===== config.mk =====
export PLATFORM = sky130hd
export DESIGN_NAME = uart_image_loader
export DESIGN_NICKNAME = d
export VERILOG_FILES = /design/src/rtl/ldr_pkg.sv /design/src/rtl/ldr_hdr_parser.sv /design/src/rtl/ldr_payload_writer.sv /design/src/rtl/uart_image_loader.sv
export SDC_FILE = /design/constraint.sdc
export NUM_CORES = 1
export LEC_CHECK = 0
export CAP_MARGIN = 30
export CORE_MARGIN = 2
export CORE_UTILIZATION = 55
export DETAILED_ROUTE_END_ITERATION = 12
export PLACE_DENSITY = 0.88
export SLEW_MARGIN = 5
export SYNTH_ARGS = -nofsm -noshare
export SYNTH_HDL_FRONTEND = slang
export SYNTH_SLANG_ARGS = --single-unit

===== constraint.sdc =====
create_clock -name clk -period 5.65 [get_ports clk]
set_clock_uncertainty 0.2 [all_clocks]
set_input_delay 1.13 -clock clk [delete_from_list [all_inputs] [get_ports clk]]
set_output_delay 1.13 -clock clk [all_outputs]
set_load 0.05 [all_outputs]

===== src/rtl/ldr_pkg.sv =====
package ldr_pkg;

    localparam logic [7:0] CH_SPACE = 8'h20;
    localparam logic [7:0] CH_ZERO  = 8'h30;
    localparam logic [7:0] CH_NINE  = 8'h39;

    typedef enum logic [1:0] {
        PH_HDR  = 2'd0,
        PH_LOAD = 2'd1,
        PH_DONE = 2'd2
    } phase_t;

    typedef struct packed {
        logic       is_digit;
        logic       is_space;
        logic [3:0] value;
    } hdr_class_t;

    function automatic hdr_class_t classify(input logic [7:0] b);
        hdr_class_t c;
        c.is_digit = (b >= CH_ZERO) && (b <= CH_NINE);
        c.is_space = (b == CH_SPACE);
        c.value    = c.is_digit ? b[3:0] : 4'd0;
        return c;
    endfunction

endpackage


===== src/rtl/ldr_hdr_parser.sv =====
module ldr_hdr_parser
    import ldr_pkg::*;
#(
    parameter int LEN_W   = 17,
    parameter int MAX_LEN = 65536
) (
    input  logic             clk,
    input  logic             rst,
    input  logic             take_i,
    input  logic [7:0]       byte_i,
    output logic             good_o,
    output logic             bad_o,
    output logic [LEN_W-1:0] len_o
);
    localparam int ACC_W = LEN_W + 4;

    hdr_class_t       cls;
    logic [ACC_W-1:0] acc;
    logic [ACC_W-1:0] acc_nxt;
    logic             ovf;

    assign cls     = classify(byte_i);
    assign acc_nxt = acc * ACC_W'(10) + ACC_W'(cls.value);

    always_ff @(posedge clk) begin
        if (rst) begin
            acc <= '0;
            ovf <= 1'b0;
        end else if (take_i) begin
            if (cls.is_digit) begin
                if (!ovf) begin
                    if (acc_nxt > ACC_W'(MAX_LEN)) ovf <= 1'b1;
                    else                          acc <= acc_nxt;
                end
            end else begin
                acc <= '0;
                ovf <= 1'b0;
            end
        end
    end

    assign good_o = take_i && cls.is_space && !ovf && (acc != '0);
    assign bad_o  = take_i && !cls.is_digit && !good_o;
    assign len_o  = acc[LEN_W-1:0];

    a_r4_acc_bounded: assert property (@(posedge clk) disable iff (rst)
        !ovf |-> acc <= ACC_W'(MAX_LEN));

    a_r4_good_nonzero: assert property (@(posedge clk) disable iff (rst)
        good_o |-> len_o != '0);

endmodule


===== src/rtl/ldr_payload_writer.sv =====
module ldr_payload_writer #(
    parameter int ADDR_W = 16,
    parameter int LANES  = 4,
    parameter int LEN_W  = 17
) (
    input  logic               clk,
    input  logic               rst,
    input  logic               start_i,
    input  logic [LEN_W-1:0]   len_i,
    input  logic               take_i,
    input  logic [7:0]         byte_i,
    output logic               last_o,
    output logic               mem_we,
    output logic [ADDR_W-1:0]  mem_addr,
    output logic [LANES-1:0]   mem_be,
    output logic [8*LANES-1:0] mem_wdata
);
    localparam int LANE_W = $clog2(LANES);

    logic [LEN_W-1:0] cnt;
    logic [LEN_W-1:0] len;
    logic [LANES-1:0] lane_hit;

    genvar g;
    generate
        for (g = 0; g < LANES; g++) begin : g_lane
            assign lane_hit[g] = (cnt[LANE_W-1:0] == LANE_W'(g));
        end
    endgenerate

    assign last_o = take_i && (cnt == len - LEN_W'(1));

    always_ff @(posedge clk) begin
        if (rst) begin
            cnt       <= '0;
            len       <= '0;
            mem_we    <= 1'b0;
            mem_addr  <= '0;
            mem_be    <= '0;
            mem_wdata <= '0;
        end else begin
            mem_we <= 1'b0;
            if (start_i) begin
                cnt <= '0;
                len <= len_i;
            end else if (take_i) begin
                mem_we    <= 1'b1;
                mem_addr  <= cnt[ADDR_W-1:0];
                mem_be    <= lane_hit;
                mem_wdata <= {LANES{byte_i}};
                cnt       <= cnt + LEN_W'(1);
            end
        end
    end

    a_r6_one_lane: assert property (@(posedge clk) disable iff (rst)
        mem_we |-> $countones(mem_be) == 1);

    a_r6_addr_step: assert property (@(posedge clk) disable iff (rst)
        (mem_we && $past(mem_we)) |-> mem_addr == $past(mem_addr) + ADDR_W'(1));

endmodule


===== src/rtl/uart_image_loader.sv =====
module uart_image_loader
    import ldr_pkg::*;
#(
    parameter int ADDR_W = 16,
    parameter int LANES  = 4
) (
    input  logic               clk,
    input  logic               rst,
    input  logic               rx_valid,
    input  logic [7:0]         rx_data,
    output logic               mem_we,
    output logic [ADDR_W-1:0]  mem_addr,
    output logic [LANES-1:0]   mem_be,
    output logic [8*LANES-1:0] mem_wdata,
    output logic               load_done,
    output logic               load_error
);
    localparam int MAX_LEN = 1 << ADDR_W;
    localparam int LEN_W   = ADDR_W + 1;

    phase_t           ph;
    logic             hdr_take;
    logic             pay_take;
    logic             hdr_good;
    logic             hdr_bad;
    logic             pay_last;
    logic [LEN_W-1:0] hdr_len;

    assign hdr_take = rx_valid && (ph == PH_HDR);
    assign pay_take = rx_valid && (ph == PH_LOAD);

    ldr_hdr_parser #(
        .LEN_W   (LEN_W),
        .MAX_LEN (MAX_LEN)
    ) i_parser (
        .clk    (clk),
        .rst    (rst),
        .take_i (hdr_take),
        .byte_i (rx_data),
        .good_o (hdr_good),
        .bad_o  (hdr_bad),
        .len_o  (hdr_len)
    );

    ldr_payload_writer #(
        .ADDR_W (ADDR_W),
        .LANES  (LANES),
        .LEN_W  (LEN_W)
    ) i_writer (
        .clk       (clk),
        .rst       (rst),
        .start_i   (hdr_good),
        .len_i     (hdr_len),
        .take_i    (pay_take),
        .byte_i    (rx_data),
        .last_o    (pay_last),
        .mem_we    (mem_we),
        .mem_addr  (mem_addr),
        .mem_be    (mem_be),
        .mem_wdata (mem_wdata)
    );

    always_ff @(posedge clk) begin
        if (rst) begin
            ph         <= PH_HDR;
            load_done  <= 1'b0;
            load_error <= 1'b0;
        end else begin
            load_done <= (ph == PH_DONE);
            if (hdr_take) load_error <= hdr_bad;
            case (ph)
                PH_HDR:  if (hdr_good) ph <= PH_LOAD;
                PH_LOAD: if (pay_last) ph <= PH_DONE;
                default: ph <= PH_DONE;
            endcase
        end
    end

    a_r5_write_only_loading: assert property (@(posedge clk) disable iff (rst)
        mem_we |-> ph != PH_HDR);

    a_r7_done_sticky: assert property (@(posedge clk) disable iff (rst)
        load_done |=> load_done);

    a_r8_quiet_after_done: assert property (@(posedge clk) disable iff (rst)
        load_done |-> !mem_we);

    a_r3_error_no_write: assert property (@(posedge clk) disable iff (rst)
        load_error |-> !mem_we);

endmodule


==> flow_summary.json <==
{
  "status": "complete, no violations",
  "pin_count": 66,
  "synth_nets": 758,
  "cts_hold_buf": 0,
  "cts_tree": "yes",
  "initial_core_util_pct": 56.5,
  "synthSimpleGateAreaFrac_pct": 24.1,
  "ys.flop_type": "dfxtp_1",
  "hold_viol": 0,
  "synth_fa_ha_area_share_pct": 9.52,
  "hpwlAfterDp_um": 10000,
  "required_ns": 5.73,
  "cts_sinks": 89,
  "die_y_um": 107,
  "grtUsageTotal_pct": 23.8,
  "p_per_area_nw_per_um2": 181,
  "mostFrequentLayoutCells": "122 x nand2_1, 89 x dfxtp_1, 64 x clkdlybuf4s50_1, 59 x nor2_1, 44 x a21oi_1",
  "vias": 5059,
  "hold_path_depth": 2,
  "rsz0062_at_grt": "no",
  "min_from": "i_writer.mem_addr[10]$_SDFFE_PP0P_",
  "ys_seq_elements": 89,
  "path_delay_family": "simple AND/OR/NAND/NOR gates",
  "fin_crit_sh_pct": 91.0,
  "tns_ns": 0,
  "synth.yosys.seq_area_share_pct": 30.7,
  "slew_headroom_pct": 37.8,
  "crit_slowest_cell": "clkdlybuf4s50_1",
  "area_growth_pct": 14.3,
  "drtIter0Drc": 256,
  "final_common_cell": "nand2_1",
  "fin_cells": 871,
  "cts_setup_buffers": 0,
  "dr.pass1.iters": 6,
  "drive_gt1_share_pct": 5.31,
  "syn_avg_cell_area_um2": 8.25,
  "cts_max_path_buffers": 2,
  "ys_warn_count": 0,
  "cts_htree_levels": 3,
  "viasPerCell": 5.81,
  "p_total_uw": 1200,
  "synth-edff-count": 0,
  "grt_pass1_vias": 4855,
  "antenna_found_initial": 0,
  "synth_top_family_by_area": "simple AND/OR/NAND/NOR gates",
  "critPathLaunch": "rx_data[5]",
  "core_um2": 10300,
  "ant_nets": 0,
  "cp.arrival_ns": 5.22,
  "path_max_fanout": 18,
  "cp_slowest_stage_delay_ns": 0.47,
  "async_reset_ff_share_pct": 0,
  "worst_path_most_repeated_cell": "a21o_1",
  "met1_usage_pct": 29.1,
  "critical_path_buf_inv_count": 2,
  "wire_per_inst_um": 15.4,
  "fmax_mhz": 194,
  "r2r_cells": 14,
  "setup_viol_count_final": 0,
  "synthMuxAreaShare_pct": 5.86,
  "syn-instance-count": 704,
  "grt-busiest-layer": "met2",
  "grt_pass1_wl_um": 22400,
  "fin_crit_ns": 5.14,
  "worst_setup_hold_path_clk_slew_ns": 0.09,
  "start_kind": "primary input",
  "num_antenna_cells": 0,
  "clock_latency_ns": 0.36,
  "routed_wl_um": 13400,
  "rows": 37,
  "drc": 0,
  "gr-usage-met3_pct": 3.40,
  "numPlacedInstances": 853,
  "die_width_um": 107,
  "grt_max_degree": 55,
  "critPathCaptureType": "register",
  "r2r-start": "i_parser.acc[1]$_SDFFE_PP0P_",
  "critical_path_depth": 16,
  "path_class": "primary input to register",
  "p_leak_uw": 0.00289,
  "use_met2_pct": 43.0,
  "worst_slew_pin_slew_ns": 0.934,
  "synth_compound_area_share_pct": 13.5,
  "cts_made_buffers": 9,
  "hold_path.class": "register to register",
  "syn_area_um2": 5810,
  "io_buffers": 65,
  "cts_resized": 0,
  "synth_xor_area_share_pct": 10.2,
  "dieArea_um2": 11400,
  "gp_congestion": 0.879,
  "max_cap_viol_count": 0,
  "finalNetCount": 784,
  "cts-root-buf": "clkbuf_8",
  "drv_slew": 0,
  "ir_worst_vdd_mv": 0.121,
  "grt_overflow": 0,
  "crit_path_cell_trace": "clkdlybuf4s50_1, nor3b_1, and3_1, and2_1, ha_1, a21o_1, a21o_1, nand2_1, nor2b_4, a21o_1, a2111o_1, a2111oi_2, o211ai_1, nor4_2, buf_12, mux2i_1",
  "synth_cell_types": 64
}
per-stage QoR:
step / area, µm² / setup slack [ns] / hold slack, ns / util, %
after floorplan: 5810 / 1.05 / 0.214 / -
after global placement: 6350 / 0.268 / 0.236 / 61.7
after detailed placement: 6350 / 0.176 / 0.247 / 61.8
after CTS: 6600 / 0.516 / 0.259 / 64.3
after global routing: 6640 / 0.0980 / 0.283 / 64.6
final: 6640 / 0.508 / 0.257 / 64.6
per-layer routing:
| layer | up-vias | routed length (µm) |
|---|---|---|
| met5 | - | 0 |
| met4 | 0 | 198 |
| met3 | 21 | 535 |
| met2 | 127 | 6890 |
| met1 | 2408 | 5800 |
| li1 | 2503 | - |
tightest hold or removal path: cells and delay by family, from the launching register on:
family	cells	cell delay [ns]
AO/OA/AOI/OAI	1	0.05
AND/OR/NAND/NOR	1	0.05
flip-flops	1	0.31
power by group:
part	internal (µW)	switching, µW	total, µW	leakage (µW)
logic	15.4	23.7	39.1	0.00204
registers	627	0.468	628	0.000717
clock network	307	227	534	0.000127
total	950	251	1200	0.00289
worst paths after layout:
check	to	slack (ns)
hold / removal	i_writer.mem_addr[10]$_SDFFE_PP0P_	0.26
setup reg to reg	i_parser.acc[9]$_SDFFE_PP0P_	0.71
hold reg to reg	i_writer.mem_addr[10]$_SDFFE_PP0P_	0.26
setup / recovery	i_parser.acc[9]$_SDFFE_PP0P_	0.51
cell usage after synthesis (all sizes together) (3+ instances only):
master / number / area [µm²]
and4: 3 / 26.3
xnor2: 32 / 288
ha: 41 / 513
or4: 3 / 22.5
nand3: 22 / 110
nor2b: 4 / 32.5
o21ai: 14 / 70.1
a2111oi: 4 / 66.3
buf: 28 / 224
xor2: 35 / 307
nand2b: 6 / 37.5
nand4: 11 / 68.8
a31oi: 3 / 18.8
nor3: 18 / 101
nor4: 10 / 62.6
o31ai: 3 / 22.5
mux2i: 34 / 340
nor2: 59 / 221
nor3b: 6 / 45.0
o211ai: 5 / 47.5
a21oi: 45 / 229
inv: 8 / 30.0
and2: 5 / 31.3
clkbuf: 28 / 105
nand2: 122 / 458
dfxtp: 89 / 1780
a21o: 12 / 90.1
or3: 7 / 43.8
and3: 12 / 75.1
flip-flops by register name, indices dropped and copies added, names as in the netlist:
name	flops
i_parser.acc	21
load_done	1
i_writer.mem_be	4
i_writer.mem_addr	16
i_writer.cnt	17
i_writer.mem_we	1
i_writer.mem_wdata	8
i_writer.len	17
ph	2
i_parser.ovf	1
load_error	1
cells by family after synthesis:
group                    Yosys count
AO/OA/AOI/OAI                    112
XOR/XNOR                          67
adder cells (fa/ha/maj)           43
buffers and inverters             64
flip-flops                        89
multiplexers                      34
AND/OR/NAND/NOR                  295
cell type report:
class	count	area [µm²]
inverters	8	30.0
clock inverters	6	113
clock buffers	10	138
well taps	136	170
repair buffers	71	723
multi-input cells	551	3680
fillers	796	3640
flip-flops and latches	89	1780
Note: power is estimated with default switching activity, not from simulation.
